[config.mk]
export PLATFORM = sky130hd
export DESIGN_NAME = clq_logic_eval
export DESIGN_NICKNAME = d
export VERILOG_FILES = /design/src/rtl/clq_pkg.sv /design/src/rtl/clq_energy.sv /design/src/rtl/clq_lane.sv /design/src/rtl/clq_sweep.sv /design/src/rtl/clq_logic_eval.sv
export SDC_FILE = /design/constraint.sdc
export NUM_CORES = 1
export LEC_CHECK = 0
export ABC_AREA = 1
export BUFFER_PORTS_ARGS = -buffer_cell sky130_fd_sc_hd__buf_2
export CAP_MARGIN = 10
export CELL_PAD_IN_SITES_DETAIL_PLACEMENT = 1
export CELL_PAD_IN_SITES_GLOBAL_PLACEMENT = 1
export CORE_MARGIN = 2
export CORE_UTILIZATION = 45
export CTS_CLUSTER_DIAMETER = 200
export DETAILED_ROUTE_END_ITERATION = 16
export PLACE_DENSITY = 0.86
export SLEW_MARGIN = 20
export SYNTH_ARGS = -nofsm -noshare
export SYNTH_HDL_FRONTEND = slang
export SYNTH_HIERARCHICAL = 1
export SYNTH_SLANG_ARGS = --single-unit
[constraint.sdc]
create_clock -name clk -period 16.6 [get_ports clk]
set_clock_uncertainty 0.2 [all_clocks]
set_input_delay 3.32 -clock clk [delete_from_list [all_inputs] [get_ports clk]]
set_output_delay 3.32 -clock clk [all_outputs]
set_load 0.05 [all_outputs]
[src/rtl/clq_pkg.sv]
package clq_pkg;
  localparam int NCOEF  = 8;
  localparam int NSTATE = 8;

  typedef enum logic {FN_SUM = 1'b0, FN_CARRY = 1'b1} clq_fn_e;

  // state index is {x0, x1, x2}; x2 is the hidden output node
  function automatic logic state_ok(clq_fn_e fn, logic [2:0] st);
    if (fn == FN_SUM) return st[0] == (st[2] ^ st[1]);
    return st[0] == (st[2] & st[1]);
  endfunction
endpackage

[src/rtl/clq_energy.sv]
module clq_energy #(
  parameter int CW = 8,
  parameter int EW = 14
) (
  input  logic [clq_pkg::NCOEF*CW-1:0] coef,
  input  logic [2:0]                   st,
  output logic signed [EW-1:0]         energy
);
  logic signed [EW-1:0] cx [clq_pkg::NCOEF];

  generate
    for (genvar k = 0; k < clq_pkg::NCOEF; k++) begin : g_ext
      assign cx[k] = {{(EW-CW){coef[k*CW+CW-1]}}, coef[k*CW +: CW]};
    end
  endgenerate

  always_comb begin
    energy = cx[7];
    if (st[2]) energy = energy + cx[0];
    if (st[1]) energy = energy + cx[1];
    if (st[0]) energy = energy + cx[2];
    if (st[2] && st[1]) energy = energy - (cx[3] <<< 1);
    if (st[2] && st[0]) energy = energy - (cx[4] <<< 1);
    if (st[1] && st[0]) energy = energy - (cx[5] <<< 1);
    if (&st)            energy = energy + (cx[6] <<< 2);
  end
endmodule

[src/rtl/clq_lane.sv]
module clq_lane #(
  parameter int CW = 8,
  parameter int EW = 14
) (
  input  logic                         clk,
  input  logic                         rst,
  input  logic                         in_valid,
  input  logic                         x0,
  input  logic                         x1,
  input  logic [clq_pkg::NCOEF*CW-1:0] coef,
  output logic                         out_bit,
  output logic                         out_tie
);
  logic signed [EW-1:0] e_lo, e_hi;

  clq_energy #(.CW(CW), .EW(EW)) u_e0 (.coef(coef), .st({x0, x1, 1'b0}), .energy(e_lo));
  clq_energy #(.CW(CW), .EW(EW)) u_e1 (.coef(coef), .st({x0, x1, 1'b1}), .energy(e_hi));

  always_ff @(posedge clk) begin
    if (rst) begin
      out_bit <= 1'b0;
      out_tie <= 1'b0;
    end else if (in_valid) begin
      out_bit <= (e_hi < e_lo);
      out_tie <= (e_hi == e_lo);
    end
  end

  AST_TIE_LOW: assert property (@(posedge clk) disable iff (rst) out_tie |-> !out_bit);
endmodule

[src/rtl/clq_sweep.sv]
module clq_sweep #(
  parameter int CW = 8,
  parameter int EW = 14
) (
  input  logic                         clk,
  input  logic                         rst,
  input  logic                         start,
  input  logic                         sel,
  input  logic [clq_pkg::NCOEF*CW-1:0] sum_coef,
  input  logic [clq_pkg::NCOEF*CW-1:0] carry_coef,
  output logic                         busy,
  output logic                         done,
  output logic                         pass,
  output logic [2:0]                   worst_valid,
  output logic [2:0]                   worst_invalid
);
  import clq_pkg::*;

  localparam logic [2:0] LAST = 3'(NSTATE - 1);
  localparam logic signed [EW-1:0] E_HI = {1'b0, {(EW-1){1'b1}}};
  localparam logic signed [EW-1:0] E_LO = {1'b1, {(EW-1){1'b0}}};

  clq_fn_e              fn;
  logic [2:0]           idx;
  logic signed [EW-1:0] max_v, min_i, nxt_max_v, nxt_min_i, e_cur;
  logic [2:0]           max_v_idx, min_i_idx, nxt_max_v_idx, nxt_min_i_idx;
  logic [NCOEF*CW-1:0]  coef_cur;
  logic                 cur_ok;

  assign coef_cur = (fn == FN_CARRY) ? carry_coef : sum_coef;
  assign cur_ok   = state_ok(fn, idx);

  clq_energy #(.CW(CW), .EW(EW)) u_e (.coef(coef_cur), .st(idx), .energy(e_cur));

  always_comb begin
    nxt_max_v     = max_v;
    nxt_max_v_idx = max_v_idx;
    nxt_min_i     = min_i;
    nxt_min_i_idx = min_i_idx;
    if (cur_ok && (e_cur > max_v)) begin
      nxt_max_v     = e_cur;
      nxt_max_v_idx = idx;
    end
    if (!cur_ok && (e_cur < min_i)) begin
      nxt_min_i     = e_cur;
      nxt_min_i_idx = idx;
    end
  end

  always_ff @(posedge clk) begin
    if (rst) begin
      busy          <= 1'b0;
      done          <= 1'b0;
      pass          <= 1'b0;
      worst_valid   <= '0;
      worst_invalid <= '0;
      fn            <= FN_SUM;
      idx           <= '0;
      max_v         <= E_LO;
      min_i         <= E_HI;
      max_v_idx     <= '0;
      min_i_idx     <= '0;
    end else begin
      done <= 1'b0;
      if (!busy) begin
        if (start) begin
          busy      <= 1'b1;
          fn        <= clq_fn_e'(sel);
          idx       <= '0;
          max_v     <= E_LO;
          min_i     <= E_HI;
          max_v_idx <= '0;
          min_i_idx <= '0;
        end
      end else begin
        max_v     <= nxt_max_v;
        min_i     <= nxt_min_i;
        max_v_idx <= nxt_max_v_idx;
        min_i_idx <= nxt_min_i_idx;
        idx       <= idx + 3'd1;
        if (idx == LAST) begin
          busy          <= 1'b0;
          done          <= 1'b1;
          pass          <= (nxt_max_v < nxt_min_i);
          worst_valid   <= nxt_max_v_idx;
          worst_invalid <= nxt_min_i_idx;
        end
      end
    end
  end

  AST_DONE_PULSE: assert property (@(posedge clk) disable iff (rst) done |=> !done);
  AST_DONE_AFTER_BUSY: assert property (@(posedge clk) disable iff (rst) done |-> $past(busy));
  AST_WORST_CLASS: assert property (@(posedge clk) disable iff (rst)
    done |-> (state_ok(fn, worst_valid) && !state_ok(fn, worst_invalid)));
endmodule

[src/rtl/clq_logic_eval.sv]
module clq_logic_eval #(
  parameter int CW = 8,
  parameter int EW = 14
) (
  input  logic                         clk,
  input  logic                         rst,
  input  logic                         in_valid,
  input  logic                         in_a,
  input  logic                         in_b,
  input  logic [clq_pkg::NCOEF*CW-1:0] sum_coef,
  input  logic [clq_pkg::NCOEF*CW-1:0] carry_coef,
  input  logic                         chk_start,
  input  logic                         chk_sel,
  output logic                         out_valid,
  output logic                         sum_out,
  output logic                         sum_tie,
  output logic                         carry_out,
  output logic                         carry_tie,
  output logic                         chk_busy,
  output logic                         chk_done,
  output logic                         chk_pass,
  output logic [2:0]                   chk_worst_valid,
  output logic [2:0]                   chk_worst_invalid
);
  always_ff @(posedge clk) begin
    if (rst) out_valid <= 1'b0;
    else     out_valid <= in_valid;
  end

  clq_lane #(.CW(CW), .EW(EW)) u_sum (
    .clk(clk), .rst(rst), .in_valid(in_valid), .x0(in_a), .x1(in_b),
    .coef(sum_coef), .out_bit(sum_out), .out_tie(sum_tie));

  clq_lane #(.CW(CW), .EW(EW)) u_carry (
    .clk(clk), .rst(rst), .in_valid(in_valid), .x0(in_a), .x1(in_b),
    .coef(carry_coef), .out_bit(carry_out), .out_tie(carry_tie));

  clq_sweep #(.CW(CW), .EW(EW)) u_sweep (
    .clk(clk), .rst(rst), .start(chk_start), .sel(chk_sel),
    .sum_coef(sum_coef), .carry_coef(carry_coef),
    .busy(chk_busy), .done(chk_done), .pass(chk_pass),
    .worst_valid(chk_worst_valid), .worst_invalid(chk_worst_invalid));

  AST_OUT_STROBE: assert property (@(posedge clk) disable iff (rst) out_valid |-> $past(in_valid));
  AST_OUT_HOLD: assert property (@(posedge clk) disable iff (rst)
    !in_valid |=> ($stable(sum_out) && $stable(carry_out)));
endmodule

==> run_results.csv, run 1 <==
group,metric,value,unit
routing,drc,0,
timing,totalNegativeSetupSlack,0,ps
layout,antenna_cells_inserted,0,
clocking,worst_setup_hold_path_clk_slew,110,ps
setup_path,critPathMaxStageDelay,530,ps
setup_path,worst-endpoint-required,16620,ps
placement,placement.io_buffers,148,
floorplan,fp.dieW,256.8,µm
power,cellPowerDensity,98.48,nW/µm²
synth,yosys.cell_count.top_type,"nand2_1",
layout,final_layout_size_suffix_gt1_share,10.61,%
timing,timing_hold_violations_final,0,
layout,instances_no_fill,5878,
synth,synth_register_bits,52,
timing,fmax,64.92,MHz
power,static-leakage-power,17.27,nW
layout,post-route-util,48.17,%
synth,number_of_enable_flip_flop_cells_after_synthesis,0,
global_routing,grt_max_degree,39,
layout,multiInputGateArea,24520,µm²
floorplan,fp.dieArea,65930,µm²
setup_path,endpoint_kind,"register",
global_routing,gr-max-usage-layer,"met2",
floorplan,die_h,256.8,µm
clocking,postCtsHoldBufs,0,
synth,synth_area_leader_cell,"ha_1",
setup_path,critPathMostFrequentCell,"nand2_1",
synth,synthFlopType,"dfxtp_1",
setup_path,critPathMaxFanout,32,
routing,number_of_vias_in_the_routed_layout,32883,
global_routing,grt.overflow.total,0,
synth,post_synth_most_frequent_cells,"nand2_1 (1,462), inv_1 (717), nand3_1 (480), ha_1 (456), a21oi_1 (362)",
timing,worst_hold_slack,268.4,ps
clocking,cts_resized,0,
floorplan,initial_utilization,45.58,%
setup_path,crit_buf_inv,7,
synth,synth-warning-count,6,
global_routing,grt_util_met3,2.036,%
setup_path,worstReg2RegEnd,"u_sweep/pass$_SDFFE_PP0P_",
synth,cell_variety_after_synth,58,
synth,synth.cell_area,28750,µm²
setup_path,critical_path.slowest_cell,"nand3_2",
floorplan,rows,92,
placement,placement.cell_area,30230,µm²
power,peakVddDrop,0.05378,mV
clocking,post_cts_buffers,0,
worst_hold_path,hp-start,"u_sum/out_tie$_SDFFE_PP0P_",
worst_hold_path,min_path_cells,2,
layout,area_growth,5.683,%
routing,drtIter0Drc,1576,
routing,viasPerCell,5.594,
global_routing,grt_antenna_before_repair,3,
routing,drt.antenna.violating_nets,0,
synth,ys_seq_area_share,3.621,%
routing,detail_route.wirelength,107500,µm
layout,nets,5657,
synth,post_synth_main_area_contributors,"ha_1 (20%), nand2_1 (19%), inv_1 (9.4%)",
clocking,clock_path_buffers,2,
setup_path,timing.reg2reg.worst_path_depth,73,
global_routing,grt_use_met2,55.44,%
timing,max_slew.worst_pin.slew,1047,ps
synth,synth.top_cell.area_share,19.84,%
setup_path,ff2ff_setup_slack,3370,ps
placement,numPlacedInstances,5870,
clocking,ctsHtreeMaxLevel,2,
placement,post_detail_place_hpwl,92960,µm
placement,globalplace.congestion,0.9439,
layout,sequential_cell_area,1042,µm²
synth,netlist_instances,4940,
clocking,cts_tree,"yes",
global_routing,grt_first_pass_wirelength,171800,µm
setup_path,cp_data_arrival_time,15430,ps
timing,worst_max_slew_margin_expressed_relative_to_the_limit,28.22,%
timing,timing.final.max_slew_violations,0,
routing,firstDrtPassIters,5,
floorplan,ios,149,
timing,final.min_clock_period,15400,ps
global_routing,grtUsageTotal,31.84,%
clocking,clkLatencyLatePin,340,ps
global_routing,grt_util_met1,41.89,%
run,maxCapViolCount,0,
clocking,root_buffer,"clkbuf_16",
global_routing,grt_pass1_vias,32781,
worst_hold_path,worst_hold_path_type,"reg2reg",
floorplan,fp.coreArea,63080,µm²
layout,final.fill_count,9232,
synth,syn_avg_cell_area,5.820,µm²
clocking,tritoncts_num_sinks,52,
timing,number_of_setup_violations_in_the_final_report,0,
run_status,status,"finished, final reports clean",
timing,min_period_over_period,92.79,%
layout,design_area,30390,µm²
setup_path,r2r-start,"u_sweep/fn$_SDFFE_PP0P_",
setup_path,worst_setup_path_start_kind,"input pin",
routing,detail_route.wl_per_cell,18.29,µm
setup_path,family_with_the_most_delay_on_the_worst_path,"simple AND/OR/NAND/NOR gates",
clocking,cts-buffers-inserted,5,
setup_path,timing.setup.critical_path_class,"in2reg",
timing,rsz_0062_raised_after_global_routing,"false",
worst_hold_path,min_to,"u_sum/out_tie$_SDFFE_PP0P_",
synth,async_reset_ff_share,0,%
==> cell type report <==
type | instances | area share [%]
Clock buffer | 5 | 0.4118
Tap cell | 846 | 3.484
Clock inverter | 3 | 0.09059
Sequential cell | 52 | 3.430
Inverter | 739 | 9.154
Multi-Input combinational cell | 4073 | 80.70
Timing Repair Buffer | 160 | 2.734
==> sequential cells by signal (all words and copies together), names as in the netlist, 3 cells and up <==
name	cells
u_sweep/idx	3
u_sweep/max_v	14
u_sweep/max_v_idx	3
u_sweep/min_i	14
u_sweep/min_i_idx	3
u_sweep/worst_invalid	3
u_sweep/worst_valid	3
==> per-stage QoR <==
stage	setup WS, ps	power [mW]
floorplan	3283	2.183
global placement	1637	2.689
detailed placement	1135	2.801
CTS	1386	2.944
global route	36.59	3.350
finish	1197	2.992
==> worst max-delay path by stage <==
stage / end / cells past startpoint / start / slack (ps)
6_report: u_sweep/pass$_SDFFE_PP0P_ / 74 / carry_coef[56] / 1200
4_1_cts: u_sweep/pass$_SDFFE_PP0P_ / 74 / carry_coef[56] / 1390
2_1_floorplan: u_sweep/pass$_SDFFE_PP0P_ / 77 / carry_coef[0] / 3280
3_5_place_dp: u_sweep/pass$_SDFFE_PP0P_ / 74 / carry_coef[56] / 1130
5_1_grt: u_sweep/pass$_SDFFE_PP0P_ / 74 / carry_coef[56] / 40
3_3_place_gp: u_sweep/pass$_SDFFE_PP0P_ / 75 / carry_coef[56] / 1640
==> worst min-delay path, delay by kind of cell, from the launching register on <==
kind	cells	cell delay, ps
AND/OR/NAND/NOR	1	60
flip-flops	1	320
AO/OA/AOI/OAI	1	50
==> power breakdown <==
group	switching, mW	leakage, nW	total, mW	internal, mW
registers	0.00656	0.425	0.142	0.135
logic	1.73	16.8	2.72	0.992
clock network	0.0686	0.0719	0.127	0.0580
total	1.81	17.3	2.99	1.19
==> routing by layer <==
layer,share of wire [%],wire length [µm]
met5,0,0
met4,3.4,3644
met3,4.0,4277
met2,46,49880
met1,46,49720
==> layout by cell type (no fill, tap or decap), types with 51 or more instances in the layout <==
cell     instances
xor2_1          90
or2_2           83
xnor2_1         57
nand3_1        480
and2_1          68
buf_2          148
nor2_1         226
o21ai_0        160
mux2_2          64
ha_1           456
inv_1          717
a21oi_1        362
nand2_2         71
dfxtp_1         51
nand2_1       1462
==> logic make-up after synthesis <==
kind of cell	share of synthesized area [%]
flops	3.621
mux	2.750
compound gates	15.98
other cells	0.05221
simple gates	39.61
fa+ha+maj	22.28
xor+xnor	4.478
buf+inv	11.23
(Power assumes the default switching activity.)
==> inputs of run 2 (changes only) <==
--- a/config.mk
+++ b/config.mk
@@ -6,15 +6,13 @@
 export NUM_CORES = 1
 export LEC_CHECK = 0
 export ABC_AREA = 1
-export BUFFER_PORTS_ARGS = -buffer_cell sky130_fd_sc_hd__buf_2
+export BUFFER_PORTS_ARGS = -buffer_cell sky130_fd_sc_hd__buf_4
 export CAP_MARGIN = 10
-export CELL_PAD_IN_SITES_DETAIL_PLACEMENT = 1
-export CELL_PAD_IN_SITES_GLOBAL_PLACEMENT = 1
 export CORE_MARGIN = 2
-export CORE_UTILIZATION = 45
+export CORE_UTILIZATION = 60
 export CTS_CLUSTER_DIAMETER = 200
 export DETAILED_ROUTE_END_ITERATION = 16
-export PLACE_DENSITY = 0.86
+export PLACE_DENSITY = 0.8
 export SLEW_MARGIN = 20
 export SYNTH_ARGS = -nofsm -noshare
 export SYNTH_HDL_FRONTEND = slang
==> run_results.csv, run 2 (same netlist as run 1, synthesis figures left out) <==
group,metric,value,unit
floorplan,die_h,222.9,µm
routing,number_of_vias_in_the_routed_layout,31539,
clocking,postCtsHoldBufs,0,
clocking,cts_tree,"yes",
run_status,status,"finished, final reports clean",
placement,numPlacedInstances,5633,
timing,min_period_over_period,89.35,%
timing,final.min_clock_period,14830,ps
clocking,worst_setup_hold_path_clk_slew,110,ps
setup_path,critPathMostFrequentCell,"nand2_1",
floorplan,rows,80,
setup_path,timing.reg2reg.worst_path_depth,74,
power,static-leakage-power,17.36,nW
setup_path,cp-endpoint,"u_sweep/pass$_SDFFE_PP0P_",
clocking,root_buffer,"clkbuf_16",
layout,nets,5651,
clocking,ctsHtreeMaxLevel,2,
timing,timing.final.max_slew_violations,0,
routing,drt.antenna.violating_nets,0,
setup_path,worst-endpoint-required,16650,ps
routing,drtIter0Drc,2644,
setup_path,critPathLaunch,"sum_coef[56]",
layout,instances_no_fill,5641,
placement,placement.io_buffers,148,
layout,design_area,30420,µm²
power,cellPowerDensity,94.60,nW/µm²
layout,final_layout_size_suffix_gt1_share,10.51,%
floorplan,fp.dieArea,49690,µm²
timing,worst_max_slew_margin_expressed_relative_to_the_limit,18.76,%
clocking,clkLatencyLatePin,340,ps
setup_path,cp_data_arrival_time,14880,ps
timing,number_of_setup_violations_in_the_final_report,0,
setup_path,critical_path.slowest_cell,"nand3_2",
worst_hold_path,worst_hold_path_type,"reg2reg",
floorplan,ios,149,
power,peakVddDrop,0.05218,mV
setup_path,r2r-start,"u_sweep/fn$_SDFFE_PP0P_",
clocking,clock_path_buffers,2,
layout,area_growth,5.801,%
global_routing,grt_pass1_vias,28173,
timing,max_slew.worst_pin.slew,1214,ps
placement,post_detail_place_hpwl,75760,µm
floorplan,fp.coreArea,47550,µm²
setup_path,critPathMaxStageDelay,470,ps
placement,globalplace.congestion,1.009,
timing,totalNegativeSetupSlack,0,ps
global_routing,grtUsageTotal,35.19,%
routing,firstDrtPassIters,7,
setup_path,timing.setup.critical_path_class,"in2reg",
clocking,post_cts_buffers,0,
setup_path,critPathMaxFanout,32,
routing,detail_route.wirelength,89050,µm
layout,highest_count_cells_in_the_layout_ignoring_fill_and_taps,"nand2_1 (1,462), inv_1 (717), nand3_1 (480)",
timing,timing_hold_violations_final,0,
layout,top_regs,"u_sweep/max_v: 14 flops, u_sweep/min_i: 14 flops",
run,maxCapViolCount,0,
clocking,cts-buffers-inserted,5,
timing,rsz_0062_raised_after_global_routing,"false",
layout,antenna_cells_inserted,0,
setup_path,ff2ff_setup_slack,3720,ps
floorplan,fp.dieW,222.9,µm
global_routing,grt_first_pass_wirelength,142600,µm
global_routing,grt_max_degree,65,
clocking,cts_resized,0,
routing,drc,0,
timing,fmax,67.42,MHz
clocking,tritoncts_num_sinks,52,
global_routing,grt_antenna_before_repair,0,
routing,viasPerCell,5.591,
setup_path,worst_setup_path_start_kind,"input pin",
setup_path,endpoint_kind,"register",
routing,detail_route.wl_per_cell,15.79,µm
floorplan,initial_utilization,60.47,%
layout,layout_commonest_cell,"nand2_1",
global_routing,grt.overflow.total,0,
placement,placement.cell_area,30270,µm²
setup_path,worstReg2RegEnd,"u_sweep/pass$_SDFFE_PP0P_",
==> run 2: cell count changes in the layout (fill, tap and decap cells not counted), sizes merged <==
cell,delta
buf,-6
inv,+1
clkinv,-1
==> run 2: worst min-delay path by stage <==
stage,from,endpoint,slack [ps],cells after the start
detailed placement,u_sweep/max_v_idx[2]$_SDFFE_PP0P_,u_sweep/max_v_idx[2]$_SDFFE_PP0P_,260,2
finish,u_sweep/max_v[4]$_SDFFE_PP0P_,u_sweep/max_v[4]$_SDFFE_PP0P_,270,2
global route,u_sweep/max_v[8]$_SDFFE_PP0P_,u_sweep/max_v[8]$_SDFFE_PP0P_,280,2
floorplan,u_sweep/max_v_idx[1]$_SDFFE_PP0P_,u_sweep/max_v_idx[1]$_SDFFE_PP0P_,240,2
global placement,u_sweep/max_v_idx[1]$_SDFFE_PP0P_,u_sweep/max_v_idx[1]$_SDFFE_PP0P_,250,2
CTS,u_sweep/max_v[10]$_SDFFE_PP0P_,u_sweep/max_v[10]$_SDFFE_PP0P_,270,2
==> run 2: metal layers <==
layer | vias up | GRT usage, % | wire length [µm] | share of wire [%]
met2 | 1097 | 58.01 | 38700 | 43
li1 | 16359 | - | - | -
met1 | 13923 | 48.12 | 40410 | 45
met3 | 160 | 3.187 | 6446 | 7.2
met5 | - | 0 | 0 | 0
met4 | 0 | 11.95 | 3495 | 3.9
==> run 2: area by class of cell <==
| cell class | instances | area, µm² |
|---|---|---|
| Clock buffer | 5 | 125.1 |
| Clock inverter | 3 | 25.02 |
| Fill cell | 4768 | 17130 |
| Inverter | 739 | 2781 |
| Multi-Input combinational cell | 4073 | 24520 |
| Sequential cell | 52 | 1042 |
| Tap cell | 615 | 769.5 |
| Timing Repair Buffer | 154 | 1156 |
==> run 2: where the power goes <==
part / internal [mW] / leakage (nW) / total (mW) / switching [mW]
registers: 0.135 / 0.425 / 0.142 / 0.00638
clock network: 0.0577 / 0.0708 / 0.124 / 0.0662
logic: 0.993 / 16.9 / 2.61 / 1.62
total: 1.19 / 17.4 / 2.88 / 1.69
==> run 2: stage by stage <==
stage | hold WS [ps] | util [%] | power, mW | worst slack [ps]
CTS | 268.3 | 63.98 | 2.823 | 1977
floorplan | 245.0 | - | 2.183 | 3283
global placement | 251.1 | 63.66 | 2.647 | 1900
finish | 266.6 | 63.98 | 2.878 | 1768
global route | 281.6 | 63.98 | 3.243 | 497.6
detailed placement | 256.7 | 63.66 | 2.688 | 1642
==> run 2: critical path: cells and delay by family <==
kind | cells | cell delay, ps
simple gates | 34 | 3780
compound gates | 18 | 3240
fa+ha+maj | 10 | 3230
xor+xnor | 4 | 570
buf+inv | 7 | 490
mux | 1 | 280
==> inputs of run 3 (changes only) <==
--- a/config.mk
+++ b/config.mk
@@ -12,6 +12,7 @@
 export CORE_UTILIZATION = 60
 export CTS_CLUSTER_DIAMETER = 200
 export DETAILED_ROUTE_END_ITERATION = 16
+export MAX_ROUTING_LAYER = met4
 export PLACE_DENSITY = 0.8
 export SLEW_MARGIN = 20
 export SYNTH_ARGS = -nofsm -noshare
==> run_results.csv, run 3 (same netlist as run 1, synthesis figures left out) <==
group,metric,value,unit
run_status,status,"finished, final reports clean",
power,cellPowerDensity,94.99,nW/µm²
global_routing,grt_pass1_vias,27968,
clocking,ctsHtreeMaxLevel,2,
setup_path,timing.setup.critical_path_class,"in2reg",
routing,drt.antenna.violating_nets,0,
routing,firstDrtPassIters,8,
power,fin_total_pwr,2.891,mW
timing,final.min_clock_period,14840,ps
routing,detail_route.wirelength,89460,µm
run,maxCapViolCount,0,
timing,fmax,67.38,MHz
timing,max_slew.worst_pin.slew,1163,ps
clocking,root_buffer,"clkbuf_16",
setup_path,cp_data_arrival_time,14880,ps
layout,area_growth,5.871,%
setup_path,endpoint_kind,"register",
timing,number_of_setup_violations_in_the_final_report,0,
layout,highest_count_cells_in_the_layout_ignoring_fill_and_taps,"nand2_1 (1,462), inv_1 (717), nand3_1 (480)",
clocking,cts_tree,"yes",
setup_path,critPathMaxFanout,32,
timing,worst_max_slew_margin_expressed_relative_to_the_limit,22.16,%
floorplan,initial_utilization,60.47,%
setup_path,critical_path.slowest_cell,"nand3_2",
placement,placement.cell_area,30280,µm²
global_routing,grt_first_pass_wirelength,143600,µm
layout,top_regs,"u_sweep/max_v: 14 flops, u_sweep/min_i: 14 flops",
power,peakVddDrop,0.05431,mV
placement,placement.io_buffers,148,
floorplan,fp.dieW,222.9,µm
floorplan,fp.dieArea,49690,µm²
global_routing,grt_max_degree,65,
routing,drtIter0Drc,2703,
timing,rsz_0062_raised_after_global_routing,"false",
timing,timing_hold_violations_final,0,
clocking,post_cts_buffers,0,
floorplan,ios,149,
setup_path,worstReg2RegEnd,"u_sweep/pass$_SDFFE_PP0P_",
setup_path,critPathMaxStageDelay,480,ps
clocking,worst_setup_hold_path_clk_slew,100,ps
routing,drc,0,
placement,post_detail_place_hpwl,76190,µm
worst_hold_path,worst_hold_path_type,"reg2reg",
floorplan,rows,80,
timing,min_period_over_period,89.41,%
setup_path,worst_setup_path_start_kind,"input pin",
clocking,tritoncts_num_sinks,52,
timing,timing.final.max_slew_violations,0,
placement,globalplace.congestion,1.024,
layout,nets,5653,
clocking,postCtsHoldBufs,0,
floorplan,fp.coreArea,47550,µm²
worst_hold_path,min_to,"u_sweep/min_i_idx[1]$_SDFFE_PP0P_",
worst_hold_path,hp-start,"u_sweep/min_i_idx[1]$_SDFFE_PP0P_",
power,static-leakage-power,17.37,nW
clocking,clock_path_buffers,2,
routing,number_of_vias_in_the_routed_layout,31510,
floorplan,die_h,222.9,µm
clocking,cts_resized,0,
layout,layout_commonest_cell,"nand2_1",
global_routing,grt_antenna_before_repair,0,
global_routing,grtUsageTotal,36.42,%
setup_path,crit_buf_inv,7,
setup_path,timing.reg2reg.worst_path_depth,75,
setup_path,ff2ff_setup_slack,3650,ps
worst_hold_path,min_path_cells,2,
layout,design_area,30440,µm²
timing,fin_ws,1758,ps
setup_path,family_with_the_most_delay_on_the_worst_path,"simple AND/OR/NAND/NOR gates",
timing,totalNegativeSetupSlack,0,ps
routing,detail_route.wl_per_cell,15.85,µm
placement,pre_cts_ws,1612,ps
clocking,cts-buffers-inserted,5,
timing,worst_hold_slack,268.2,ps
layout,final_layout_size_suffix_gt1_share,10.54,%
routing,viasPerCell,5.583,
global_routing,grt.overflow.total,0,
setup_path,r2r-start,"u_sweep/fn$_SDFFE_PP0P_",
setup_path,worst-endpoint-required,16640,ps
setup_path,critPathMostFrequentCell,"nand2_1",
clocking,clkLatencyLatePin,340,ps
==> run 3: layout make-up <==
class                           instances  area, µm²
Clock buffer                            5      125.1
Clock inverter                          3      27.53
Fill cell                            4823      17110
Inverter                              739       2781
Antenna cell                            1      2.502
Multi-Input combinational cell       4073      24520
Timing Repair Buffer                  156       1171
Sequential cell                        52       1042
Tap cell                              615      769.5
==> run 3: how the worst max path moves through the flow <==
stage                   from                         to  slack, ps  cells after the start
2_1_floorplan  carry_coef[0]  u_sweep/pass$_SDFFE_PP0P_       3280                     77
3_3_place_gp    sum_coef[56]  u_sweep/pass$_SDFFE_PP0P_       1900                     75
3_5_place_dp    sum_coef[56]  u_sweep/pass$_SDFFE_PP0P_       1610                     75
4_1_cts         sum_coef[56]  u_sweep/pass$_SDFFE_PP0P_       1950                     75
5_1_grt         sum_coef[56]  u_sweep/pass$_SDFFE_PP0P_        470                     78
6_report        sum_coef[56]  u_sweep/pass$_SDFFE_PP0P_       1760                     75
==> run 3: metrics by stage <==
stage	std cells	utilization (%)
after global placement	5635	63.69
after CTS	5643	64.02
after floorplan	4950	-
after global routing	5643	64.02
final	5644	64.02
after detailed placement	5635	63.69
==> run 3: power by group <==
| group | leakage, nW | internal (mW) | switching [mW] |
|---|---|---|---|
| combinational | 16.9 | 0.994 | 1.63 |
| sequential | 0.425 | 0.135 | 0.00580 |
| clock | 0.0719 | 0.0581 | 0.0710 |
| total | 17.4 | 1.19 | 1.70 |
==> run 3: worst reg2reg max path: cells and delay by family (launching register included) <==
| kind | cells | cell delay [ps] |
|---|---|---|
| simple gates | 34 | 3790 |
| fa+ha+maj | 10 | 3250 |
| compound gates | 19 | 3170 |
| buf+inv | 7 | 970 |
| xor+xnor | 4 | 570 |
| mux | 1 | 490 |
| flops | 1 | 390 |
==> run 3: routing by layer <==
metal	vias up	track usage (%)	routed length (µm)
met3	135	2.713	6231
met5	-	-	0
met2	1041	58.46	39110
li1	16374	-	-
met4	0	10.20	2883
met1	13960	49.21	41230
